[src/rtl/ctl_pkg.sv]
package ctl_pkg;

    localparam int WORD_W = 64;
    localparam int LANE_W = 8;

    // Register indices (byte address >> 3); decoded by the bus side
    localparam int IDX_THR_STATE = 'h412;
    localparam int IDX_THR_INFO  = 'h413;
    localparam int IDX_DIRECT    = 'h449;
    localparam int IDX_RAS       = 'h454;

    // Bit positions inside one thread's command byte lane (LSB of lane = 0)
    localparam int CB_STOP   = 0;
    localparam int CB_START  = 1;
    localparam int CB_SRESET = 3;
    localparam int CB_CLRMNT = 4;

    localparam logic [LANE_W-1:0] LANE_CMD_MASK =
        LANE_W'((1 << CB_STOP) | (1 << CB_START) | (1 << CB_SRESET) | (1 << CB_CLRMNT));

    typedef enum logic [2:0] {
        K_NONE,
        K_STATE,
        K_INFO,
        K_DIRECT,
        K_RAS
    } reg_kind_e;

    typedef enum logic {
        ST_IDLE,
        ST_ACK
    } bus_state_e;

    // Lane of thread t occupies word bits [63-8t -: 8]
    function automatic int lane_lsb(input int t);
        return WORD_W - LANE_W * (t + 1);
    endfunction

    // All recognised command bits for the first n threads
    function automatic logic [WORD_W-1:0] cmd_word_mask(input int n);
        logic [WORD_W-1:0] m;
        m = '0;
        for (int t = 0; t < n; t++) begin
            m = m | (WORD_W'(LANE_CMD_MASK) << lane_lsb(t));
        end
        return m;
    endfunction

endpackage

[src/rtl/ctl_decode.sv]
module ctl_decode
    import ctl_pkg::*;
#(
    parameter int ADDR_W = 16
) (
    input  logic [ADDR_W-1:0] addr,
    input  logic              wr,
    output reg_kind_e         kind,
    output logic              legal
);

    localparam logic [ADDR_W-1:0] A_STATE  = ADDR_W'(IDX_THR_STATE);
    localparam logic [ADDR_W-1:0] A_INFO   = ADDR_W'(IDX_THR_INFO);
    localparam logic [ADDR_W-1:0] A_DIRECT = ADDR_W'(IDX_DIRECT);
    localparam logic [ADDR_W-1:0] A_RAS    = ADDR_W'(IDX_RAS);

    logic [ADDR_W-1:0] index;
    logic              aligned;

    always_comb begin
        index   = addr >> 3;
        aligned = (addr[2:0] == 3'b000);
        kind    = K_NONE;
        if (aligned) begin
            unique case (index)
                A_STATE:  kind = K_STATE;
                A_INFO:   kind = K_INFO;
                A_DIRECT: kind = K_DIRECT;
                A_RAS:    kind = K_RAS;
                default:  kind = K_NONE;
            endcase
        end
        if (kind == K_NONE) begin
            legal = 1'b0;
        end else if (wr) begin
            legal = (kind == K_DIRECT);
        end else begin
            legal = (kind != K_DIRECT);
        end
    end

endmodule

[src/rtl/ctl_thread_slot.sv]
module ctl_thread_slot
    import ctl_pkg::*;
(
    input  logic              clk,
    input  logic              rst_n,
    input  logic              apply,
    input  logic [LANE_W-1:0] cmd,
    output logic              stopped,
    output logic              p_stop,
    output logic              p_start,
    output logic              p_sreset,
    output logic              p_clrmnt
);

    logic stopped_nxt;

    // Fixed order: stop, start, soft reset (no state effect), clear-maintenance
    always_comb begin
        stopped_nxt = stopped;
        if (apply) begin
            if (cmd[CB_STOP])   stopped_nxt = 1'b1;
            if (cmd[CB_START])  stopped_nxt = 1'b0;
            if (cmd[CB_CLRMNT]) stopped_nxt = 1'b0;
        end
    end

    always_ff @(posedge clk) begin
        if (!rst_n) begin
            stopped  <= 1'b0;
            p_stop   <= 1'b0;
            p_start  <= 1'b0;
            p_sreset <= 1'b0;
            p_clrmnt <= 1'b0;
        end else begin
            stopped  <= stopped_nxt;
            p_stop   <= apply & cmd[CB_STOP];
            p_start  <= apply & cmd[CB_START];
            p_sreset <= apply & cmd[CB_SRESET];
            p_clrmnt <= apply & cmd[CB_CLRMNT];
        end
    end

endmodule

[src/rtl/ctl_read_mux.sv]
module ctl_read_mux
    import ctl_pkg::*;
#(
    parameter int NTHR = 4
) (
    input  reg_kind_e          kind,
    input  logic               legal,
    input  logic [NTHR-1:0]    halted,
    input  logic [NTHR-1:0]    stopped,
    output logic [WORD_W-1:0]  rdata
);

    logic [WORD_W-1:0] state_word;
    logic [WORD_W-1:0] ras_word;

    always_comb begin
        state_word = '0;
        ras_word   = '0;
        for (int t = 0; t < NTHR; t++) begin
            state_word[7 - t]                   = halted[t];
            ras_word[WORD_W - 1 - LANE_W * t]   = stopped[t];
            ras_word[WORD_W - 2 - LANE_W * t]   = stopped[t];
        end
    end

    always_comb begin
        rdata = '0;
        if (legal) begin
            unique case (kind)
                K_STATE:  rdata = state_word;
                K_RAS:    rdata = ras_word;
                K_INFO:   rdata = '0;
                K_DIRECT: rdata = '0;
                K_NONE:   rdata = '0;
                default:  rdata = '0;
            endcase
        end
    end

endmodule

[src/rtl/core_thread_ctl.sv]
module core_thread_ctl
    import ctl_pkg::*;
#(
    parameter int NTHR   = 4,
    parameter int ADDR_W = 16
) (
    input  logic              clk,
    input  logic              rst_n,
    input  logic              req_valid,
    input  logic              req_write,
    input  logic [ADDR_W-1:0] req_addr,
    input  logic [63:0]       req_wdata,
    input  logic [NTHR-1:0]   thr_halted,
    output logic              rsp_ready,
    output logic [63:0]       rsp_rdata,
    output logic [NTHR-1:0]   thr_stopped,
    output logic [NTHR-1:0]   stop_pls,
    output logic [NTHR-1:0]   start_pls,
    output logic [NTHR-1:0]   sreset_pls,
    output logic [NTHR-1:0]   clrmnt_pls,
    output logic              unimpl_flag
);

    localparam logic [WORD_W-1:0] KNOWN_BITS = cmd_word_mask(NTHR);

    bus_state_e        state_q, state_d;
    reg_kind_e         kind;
    logic              legal;
    logic              accept;
    logic              do_direct;
    logic              stray_bits;
    logic [WORD_W-1:0] rd_value;

    ctl_decode #(.ADDR_W(ADDR_W)) dec_i (
        .addr  (req_addr),
        .wr    (req_write),
        .kind  (kind),
        .legal (legal)
    );

    ctl_read_mux #(.NTHR(NTHR)) rmux_i (
        .kind    (kind),
        .legal   (legal & ~req_write),
        .halted  (thr_halted),
        .stopped (thr_stopped),
        .rdata   (rd_value)
    );

    // State register
    always_ff @(posedge clk) begin
        if (!rst_n) state_q <= ST_IDLE;
        else        state_q <= state_d;
    end

    // Transitions
    always_comb begin
        state_d = state_q;
        unique case (state_q)
            ST_IDLE: if (req_valid) state_d = ST_ACK;
            ST_ACK:  state_d = ST_IDLE;
            default: state_d = ST_IDLE;
        endcase
    end

    assign accept     = (state_q == ST_IDLE) && req_valid;
    assign do_direct  = accept && req_write && legal && (kind == K_DIRECT);
    assign stray_bits = |(req_wdata & ~KNOWN_BITS);
    assign rsp_ready  = (state_q == ST_ACK);

    // Outputs registered on the accepting edge
    always_ff @(posedge clk) begin
        if (!rst_n) begin
            rsp_rdata   <= '0;
            unimpl_flag <= 1'b0;
        end else if (accept) begin
            rsp_rdata <= rd_value;
            if (!legal || (do_direct && stray_bits)) begin
                unimpl_flag <= 1'b1;
            end
        end
    end

    for (genvar t = 0; t < NTHR; t++) begin : g_thr
        ctl_thread_slot slot_i (
            .clk      (clk),
            .rst_n    (rst_n),
            .apply    (do_direct),
            .cmd      (req_wdata[lane_lsb(t) +: LANE_W]),
            .stopped  (thr_stopped[t]),
            .p_stop   (stop_pls[t]),
            .p_start  (start_pls[t]),
            .p_sreset (sreset_pls[t]),
            .p_clrmnt (clrmnt_pls[t])
        );
    end

endmodule

[config.mk]
export PLATFORM = sky130hd
export DESIGN_NAME = core_thread_ctl
export DESIGN_NICKNAME = d
export VERILOG_FILES = /design/src/rtl/ctl_pkg.sv /design/src/rtl/ctl_decode.sv /design/src/rtl/ctl_thread_slot.sv /design/src/rtl/ctl_read_mux.sv /design/src/rtl/core_thread_ctl.sv
export SDC_FILE = /design/constraint.sdc
export NUM_CORES = 1
export LEC_CHECK = 0
export ABC_AREA = 0
export BUFFER_PORTS_ARGS = -buffer_cell sky130_fd_sc_hd__buf_2
export CAP_MARGIN = 20
export CORE_MARGIN = 1
export CORE_UTILIZATION = 49
export DETAILED_ROUTE_END_ITERATION = 12
export PLACE_DENSITY = 0.92
export REMOVE_ABC_BUFFERS = 1
export SKIP_CTS_REPAIR_TIMING = 1
export SLEW_MARGIN = 25
export SYNTH_ARGS = -nofsm -noshare
export SYNTH_HDL_FRONTEND = slang
export SYNTH_HIERARCHICAL = 1
export SYNTH_SLANG_ARGS = --single-unit
[constraint.sdc]
create_clock -name clk -period 2.75 [get_ports clk]
set_input_delay 0.1375 -clock clk [delete_from_list [all_inputs] [get_ports clk]]
set_output_delay 0.1375 -clock clk [all_outputs]
set_load 0.01 [all_outputs]
* Word-level counts from Yosys, hierarchy flattened *
Cells that the tools add are included.

storage, ports and cells
  bits in registers = 86
  output and inout bits = 86
  word-level logic and storage cells = 89

cells by class
  eq/ne operators = 8
  muxes and demuxes = 20
  bitwise logic cells = 19
  reductions and logical operators = 19

operators by type and width
  kind                                                                      number
  64-bit one-hot mux with 2 select lines                                    1
  64-bit 2-to-1 mux                                                         1
  13-bit by 11-bit == test with 1-bit output (second input constant)        4
  48-bit OR reduction                                                       1
  1-bit bitwise AND                                                         17
  1-bit 2-to-1 mux                                                          15
  3-bit one-hot mux with 4 select lines                                     1
  3-bit nonzero test                                                        4
  2-bit AND reduction                                                       5
  3-bit zero test                                                           2
  1-bit logical AND                                                         5
  3-bit by 1-bit == test with 1-bit output (second input constant)          1
  3-bit by 2-bit == test with 1-bit output (second input constant)          1
  3-bit == test (second input constant)                                     1
  3-bit 2-to-1 mux                                                          1
  3-bit by 2-bit inequality test with 1-bit output (second input constant)  1
  1-bit NOT                                                                 2
  1-bit one-hot mux with 2 select lines                                     1
  1-bit zero test                                                           1
  1-bit logical OR                                                          1

* Logic depth before layout (Yosys ltp) *
Gate-level depths: netlist (run 1).

  word-level depth = 11
  depth in mapped cells = 10

* Cells and area by module *
Netlist (run 1), hierarchy kept.

by module, submodules not included
  module           instances  cells each  area an instance (µm²)  seq. area each (µm²)
  core_thread_ctl  1          307         2,635.0                 1,321.3
  ctl_thread_slot  4          12          148.9                   100.1
  ctl_read_mux     1          67          499.2                   0.0
  ctl_decode       1          17          137.6                   0.0

* Least setup slack after synthesis (run 1) *
No wires, ideal clock.

  path kind = input to register
  start = input req_addr[6]
  end = register g_thr[0].slot_i.stopped
  library setup time = 0.115 ns
  data arrival time = 2.074 ns
  data required time = 2.635 ns
  setup slack = 0.561 ns
  stages on the path = 7
  path buffers = 0
  cell sequence = or4b_4 > or3_1 > a21oi_2 > and4b_1 > and3_1 > o21ai_0 > and3b_1

on the way
  word-level cells in the longest chain between the ends = 9
  elaborated cells between the ends (all ways) = 14
  classes of those cells = eq/ne: 6; mux: 4; reduce/logical: 4

ends and longest elaborated chain
  what                                                                                                          line                                                       source
  from (decl)                                                                                                   core_thread_ctl.sv:11                                      input logic [ADDR_W-1:0] req_addr,
  13-bit by 11-bit == test with 1-bit output                                                                    ctl_decode.sv:25                                           unique case (index)
  3-bit one-hot mux with 4 select lines *                                                                       ctl_decode.sv:25
  3-bit 2-to-1 mux *                                                                                            ctl_decode.sv:24                                           if (aligned) begin
  net kind[0]                                                                                                   core_thread_ctl.sv:27                                      reg_kind_e kind;
  3-bit by 2-bit inequality test with 1-bit output or 3-bit by 2-bit == test with 1-bit output (tied branches)  ctl_decode.sv:38, ctl_decode.sv:36, core_thread_ctl.sv:66
  1-bit 2-to-1 mux                                                                                              ctl_decode.sv:35                                           end else if (wr) begin
  1-bit 2-to-1 mux                                                                                              ctl_decode.sv:33                                           if (kind == K_NONE) begin
  1-bit logical AND                                                                                             core_thread_ctl.sv:66                                      assign do_direct = accept && req_write && legal && (kind == K_DIRECT);
  1-bit logical AND *                                                                                           core_thread_ctl.sv:66
  net do_direct                                                                                                 core_thread_ctl.sv:30                                      logic do_direct;
  2-bit AND reduction (no source line) *                                                                        --
  to (signal assigned)                                                                                          ctl_thread_slot.sv:35                                      stopped <= stopped_nxt;
  to (decl)                                                                                                     ctl_thread_slot.sv:8                                       output logic stopped,

Mark *: on every way through the listed nets, which the timed path passes. The rest lies on a longest branch.
A chain may end at the register's enable or synchronous reset.

* Worst setup path after layout (run 1) *
  start = input req_addr[6]
  end = register g_thr[3].slot_i.stopped

on the way
  word-level cells in the longest chain between the ends = 9
  elaborated cells between the ends (all ways) = 14
  classes of those cells = eq/ne: 6; mux: 4; reduce/logical: 4

ends and longest elaborated chain
  what                                                                                                          line
  13-bit by 11-bit == test with 1-bit output                                                                    ctl_decode.sv:25
  3-bit one-hot mux with 4 select lines *                                                                       ctl_decode.sv:25
  3-bit 2-to-1 mux *                                                                                            ctl_decode.sv:24
  net kind[0]                                                                                                   core_thread_ctl.sv:27
  3-bit by 2-bit inequality test with 1-bit output or 3-bit by 2-bit == test with 1-bit output (tied branches)  ctl_decode.sv:38, ctl_decode.sv:36, core_thread_ctl.sv:66
  1-bit 2-to-1 mux                                                                                              ctl_decode.sv:35
  1-bit 2-to-1 mux                                                                                              ctl_decode.sv:33
  1-bit logical AND                                                                                             core_thread_ctl.sv:66
  1-bit logical AND *                                                                                           core_thread_ctl.sv:66
  net do_direct                                                                                                 core_thread_ctl.sv:30
  2-bit AND reduction (no source line) *                                                                        --
  to (signal assigned)                                                                                          ctl_thread_slot.sv:35
  to (decl)                                                                                                     ctl_thread_slot.sv:8

Marks and branches as above.

==> flow_metrics.py, run 1 <==
metrics = {
    "clock_network": {
        "cts_tree": "done",
        "htree_levels": 3,
        "clkTransAtPathRegs_ns": 0.09,
        "clk_latency_ns": 0.35,
        "numCtsBuffers": 9,
        "root_buffer": "clkbuf_8",
        "cts_max_path_buffers": 2,
        "cts.sinks": 86,
    },
    "cells_and_area": {
        "multiInputGateArea_mm2": 0.00177,
        "ff_latch_area_mm2": 0.00172,
        "drive_above_1_share_pct": 36.2,
        "nets": 690,
        "syn_to_final_growth_pct": 23.5,
        "fin_util_pct": 62.1,
        "final_area_mm2": 0.00478,
        "fillers": 666,
    },
    "hold_path": {
        "holdCritStartpoint": "req_wdata[59]",
        "hold_path.class": "in2reg",
        "whs_endpoint": "g_thr[0].slot_i/p_sreset$_SDFF_PN0_",
        "holdPathStages": 2,
    },
    "logic_synthesis": {
        "synth_edf_count": 0,
        "ys.flop_type": "dfxtp_1",
        "synth_most_common_cell": "nand2_1",
        "synth_area_leaders": "dfxtp_1 45%, nand2_1 13%, buf_4 12%",
        "synth_commonest_cells": "131 x nand2_1, 86 x dfxtp_1, 61 x buf_4",
        "synth_cell_types": 37,
        "yosysSeqAreaShare_pct": 44.5,
        "ys_ff_latch": 86,
        "synth_top_area_cell": "dfxtp_1",
        "synthArstFlopShare_pct": 0,
        "ys_warn_count": 6,
        "syn_inst": 439,
        "netlist.area_leader.share_pct": 44.5,
        "syn_area_per_cell_um2": 8.81,
        "syn_area_mm2": 0.00387,
    },
    "floorplan": {
        "start_util_pct": 50.3,
        "die_w_um": 90.8,
        "fp.dieH_um": 90.8,
        "core_area_mm2": 0.00769,
        "io_pins": 174,
        "die-area_mm2": 0.00825,
        "placementRows": 32,
    },
    "sta": {
        "post-route-period-util_pct": 81.0,
        "max_freq_mhz": 449,
        "final.min_clock_period_ns": 2.23,
        "rsz0062_at_grt": "false",
        "hold_viol": 0,
        "clock_skew_ns": 0.0134,
        "setup_viol": 0,
        "tns_ns": 0,
        "worst_slew_pin_slew_ns": 0.651,
        "slew-limit-headroom_pct": 56.6,
        "drv_slew": 0,
    },
    "setup_path": {
        "cp.arrival_ns": 2.48,
        "rr_startpoint": "rsp_ready$_SDFF_PP0_",
        "setup.worst_path.end_class": "register",
        "path_max_fanout": 21,
        "worstPathRequired_ns": 3.00,
        "r2r_slack_ns": 1.16,
        "worstSetupStartpointType": "primary input",
        "r2r_cells": 4,
        "reg2reg_to": "rsp_rdata[49]$_SDFFE_PN0N_",
        "critical_path_class": "in2reg",
    },
    "global_routing": {
        "grt_pass1_wl_mm": 14.0,
        "grt_max_degree": 67,
        "gr-usage-all-layers_pct": 21.6,
        "grt-ovfl-total": 0,
        "antenna_found_initial": 1,
        "grt_pass1_vias": 3116,
    },
    "route": {
        "viasPerCell": 4.63,
        "top_layer_used": "met4",
        "dr_wl_met2_mm": 4.78,
        "drt-total-wl_mm": 8.79,
        "drc": 0,
        "drtPass1Iterations": 4,
        "post_drt_wl_per_cell_um": 12.4,
        "wl_met3_um": 343,
        "vias": 3290,
        "ant_nets": 0,
        "drt-initial-drc-count": 109,
        "m1WireLength_mm": 3.47,
    },
    "placement": {
        "dpl.hpwl_mm": 6.62,
        "place_congestion": 0.895,
        "port_buffers": 173,
        "dpl-instance-area_mm2": 0.00452,
    },
    "outcome": {
        "status": "completed",
    },
    "power_and_ir_drop": {
        "leakagePower_nw": 2.38,
        "total_power_w": 0.00268,
        "ir_worst_vdd_v": 0.000280,
        "power_density_mw_per_mm2": 562,
    },
    "run": {
        "cap_viol_max_count": 0,
    },
}
[registers in the layout (all words and copies together), names as in the netlist]
| name | cells |
|---|---|
| g_thr.slot_i/p_clrmnt | 4 |
| g_thr.slot_i/p_sreset | 4 |
| g_thr.slot_i/p_start | 4 |
| g_thr.slot_i/p_stop | 4 |
| g_thr.slot_i/stopped | 4 |
| rsp_rdata | 64 |
| rsp_ready | 1 |
| unimpl_flag | 1 |
[placed cells by master (no fill, tap or decap), types with 2 or more instances in the layout]
| cell | instances |
|---|---|
| nor4_1 | 8 |
| buf_4 | 5 |
| a21oi_1 | 5 |
| o21ai_0 | 5 |
| a21boi_0 | 4 |
| buf_2 | 173 |
| inv_6 | 2 |
| nand4_1 | 2 |
| nand2_1 | 131 |
| nor4b_1 | 3 |
| a21boi_1 | 60 |
| nand3_1 | 2 |
| nor4_2 | 4 |
| nor3_1 | 2 |
| conb_1 | 52 |
| and3_2 | 16 |
| clkbuf_8 | 9 |
| and3b_1 | 4 |
| dfxtp_1 | 86 |
| nor2_1 | 2 |
| and4bb_1 | 2 |
| bufinv_16 | 3 |
| and2_1 | 9 |
[worst max-delay path: stages]
cell	delay, ns
buf_2	0.12
or4b_4	0.54
or3_1	0.38
a21oi_2	0.17
and4b_1	0.21
and3_1	0.50
o21ai_0	0.21
and3b_1	0.21
[cell families (layout without fill, tap and decap cells)]
family          after synthesis  count (layout)  synth area share, %
other cells                   1              53               0.0970
flops                        86              86                 44.5
simple gates                195             195                 25.7
buf+inv                      78             195                 14.8
compound gates               79              79                 14.8
[area by class of cell]
cell class                      instances  share of cell area [%]
Antenna cell                            1                  0.0524
Sequential cell                        86                    36.0
Inverter                                1                  0.0786
Tap cell                              102                    2.67
Timing Repair Buffer                  178                    18.9
Clock buffer                            9                    2.59
Multi-Input combinational cell        326                    37.0
Clock inverter                          7                    2.67
[worst max-delay path by stage]
| stage | from | end |
|---|---|---|
| floorplan | req_addr[6] | g_thr[0].slot_i/stopped$_SDFFE_PN0P_ |
| global placement | req_addr[6] | g_thr[3].slot_i/stopped$_SDFFE_PN0P_ |
| detailed placement | req_addr[6] | g_thr[3].slot_i/stopped$_SDFFE_PN0P_ |
| CTS | req_addr[6] | g_thr[3].slot_i/stopped$_SDFFE_PN0P_ |
| global route | req_addr[6] | g_thr[0].slot_i/stopped$_SDFFE_PN0P_ |
| finish | req_addr[6] | g_thr[3].slot_i/stopped$_SDFFE_PN0P_ |
[per-layer routing]
layer | global-route usage [%] | vias up
met3 | 3.37 | 16
met5 | 0 | -
met2 | 42.4 | 110
li1 | - | 1683
met1 | 22.4 | 1481
met4 | 9.26 | 0
[through the flow]
stage                     hold slack, ns  std cells  setup slack (ns)
after floorplan                    0.259        413             0.560
after global placement             0.390        693             0.306
after detailed placement           0.395        693             0.197
after CTS                         0.0218        709             0.578
after global routing              0.0263        710             0.380
final                             0.0374        710             0.522
[power by group]
part / internal, W / switching (W) / total [W] / leakage, nW
Combinational: 0.000128 / 0.000159 / 0.000287 / 1.55
Clock: 0.000618 / 0.000464 / 0.00108 / 0.126
Sequential: 0.00129 / 0.0000229 / 0.00131 / 0.702
No activity file was read; power rests on OpenSTA's default activity.
==> run 2, diff against run 1 <==
==> constraint.sdc (replaced) <==
create_clock -name clk -period 2.2 [get_ports clk]
set_input_delay 0.11 -clock clk [delete_from_list [all_inputs] [get_ports clk]]
set_output_delay 0.11 -clock clk [all_outputs]
set_load 0.01 [all_outputs]
==> run 2 against run 1 <==
Highest routed layer unchanged; clock power up 4%; register-to-register slack worse by 0.22 ns; clock-buffer cell count unchanged; global-route usage down 0.14 points; worst hold slack worse by 0.025 ns; critical path type unchanged; critical endpoint unchanged.
==> flow_metrics.py, run 2 (same netlist as run 1, synthesis figures left out) <==
metrics = {
    "setup_path": {
        "critical_path_class": "in2reg",
        "worstPathRequired_ns": 2.44,
        "r2r_slack_ns": 0.94,
        "worstSetupStartpointType": "primary input",
        "worst_path_largest_cell_delay_ns": 0.54,
        "path_max_fanout": 24,
        "setup.worst_path.end_class": "register",
        "cp_slowest_cell": "or4b_4",
        "path_cells": "buf_2 -> or4b_4 -> or3_1 -> a21oi_2 -> and4b_1 -> and3_1 -> buf_12 -> o21ai_0 -> and3b_1",
        "cp.arrival_ns": 2.18,
    },
    "sta": {
        "rsz0062_at_grt": "false",
        "post-route-period-util_pct": 88.0,
        "hold_viol": 0,
        "clock_skew_ns": 0.00686,
        "worst_slew_pin_slew_ns": 0.524,
        "tns_ns": 0,
        "setup_viol": 0,
        "drv_slew": 0,
        "slew-limit-headroom_pct": 64.6,
        "setup_slack_ns": 0.264,
        "max_freq_mhz": 516,
        "final.min_clock_period_ns": 1.94,
    },
    "power_and_ir_drop": {
        "ir_worst_vdd_v": 0.000341,
        "power_density_mw_per_mm2": 656,
        "leakagePower_nw": 2.37,
    },
    "route": {
        "drc": 0,
        "drt-initial-drc-count": 82,
        "viasPerCell": 4.73,
        "drt-total-wl_mm": 8.79,
        "vias": 3367,
        "post_drt_wl_per_cell_um": 12.3,
        "drtPass1Iterations": 4,
        "ant_nets": 0,
    },
    "clock_network": {
        "cts.sinks": 86,
        "htree_levels": 3,
        "clkTransAtPathRegs_ns": 0.09,
        "clk_latency_ns": 0.34,
        "root_buffer": "clkbuf_8",
        "cts_max_path_buffers": 2,
        "cts_tree": "done",
        "numCtsBuffers": 9,
    },
    "outcome": {
        "status": "completed",
    },
    "cells_and_area": {
        "drive_above_1_share_pct": 36.6,
        "multiInputGateArea_mm2": 0.00177,
        "mostFrequentLayoutCells": "173 x buf_2, 131 x nand2_1, 86 x dfxtp_1, 60 x a21boi_1, 52 x conb_1",
        "syn_to_final_growth_pct": 23.1,
        "nets": 693,
        "final_common_cell": "buf_2",
        "largest_reg_flops": 64,
        "final_area_mm2": 0.00476,
        "fillers": 716,
        "max_flop_register": "rsp_rdata",
        "ff_latch_area_mm2": 0.00172,
        "diodes": 0,
    },
    "run": {
        "cap_viol_max_count": 0,
    },
    "floorplan": {
        "io_pins": 174,
        "placementRows": 32,
        "die-area_mm2": 0.00825,
        "core_area_mm2": 0.00769,
        "fp.dieH_um": 90.8,
        "start_util_pct": 50.3,
        "die_w_um": 90.8,
    },
    "placement": {
        "place_congestion": 0.871,
        "dp_slack_ns": -0.0897,
        "port_buffers": 173,
        "dpl.hpwl_mm": 6.81,
        "dpl-instance-area_mm2": 0.00456,
    },
    "global_routing": {
        "grt_max_degree": 52,
        "grt-ovfl-total": 0,
        "grt_pass1_wl_mm": 14.2,
        "antenna_found_initial": 0,
        "gr-usage-all-layers_pct": 21.5,
        "grt_pass1_vias": 3278,
    },
    "hold_path": {
        "hold_path.class": "in2reg",
    },
}
## run 2: cell types whose count changed in the layout (fill, tap and decap cells not counted), sizes merged
| cell | before | now |
|---|---|---|
| buf | 178 | 181 |
| bufinv | 3 | 1 |
| clkinv | 1 | 3 |
| diode | 1 | 0 |
## run 2: final cells by class
class	instances	area share (%)
clock buffer	9	2.60
clock inverter	7	1.71
inverter	1	0.0788
multi-input combinational	326	37.1
sequential	86	36.2
tap	102	2.68
timing repair buffer	181	19.7
## run 2: worst paths after layout
check | start | to | cells past startpoint
setup / recovery | req_addr[6] | g_thr[3].slot_i/stopped$_SDFFE_PN0P_ | 9
setup reg to reg | rsp_ready$_SDFF_PP0_ | rsp_rdata[8]$_SDFFE_PN0N_ | 4
hold reg to reg | rsp_rdata[17]$_SDFFE_PN0N_ | rsp_rdata[17]$_SDFFE_PN0N_ | 2
hold / removal | req_wdata[51] | g_thr[1].slot_i/p_sreset$_SDFF_PN0_ | 2
## run 2: metrics by stage
stage | utilization (%) | power (W) | hold WS [ns] | cells
after global routing | 61.9 | 0.00328 | 0.000550 | 712
after floorplan | - | 0.00184 | 0.232 | 413
after detailed placement | 59.3 | 0.00204 | 0.366 | 696
after CTS | 61.9 | 0.00316 | -0.00698 | 712
final | 61.9 | 0.00313 | 0.0119 | 712
after global placement | 59.3 | 0.00202 | 0.365 | 696
## run 2: metal layers
layer  track usage (%)  vias up  wire length [um]
met3              4.12       27               403
met2              42.0      132              4800
met1              20.9     1521              3290
li1                  -     1687                 -
met4              11.5        0               290
met5                 0        -                 0
## run 2: critical path: cells and delay by family
kind	cells	cell delay, ns
AND/OR/NAND/NOR	5	1.53
AO/OA/AOI/OAI	2	0.27
buffers and inverters	2	0.26
## run 2: where the power goes
group          switching, W  internal [W]
Sequential        0.0000288       0.00161
Clock              0.000581      0.000543
Combinational      0.000199      0.000161
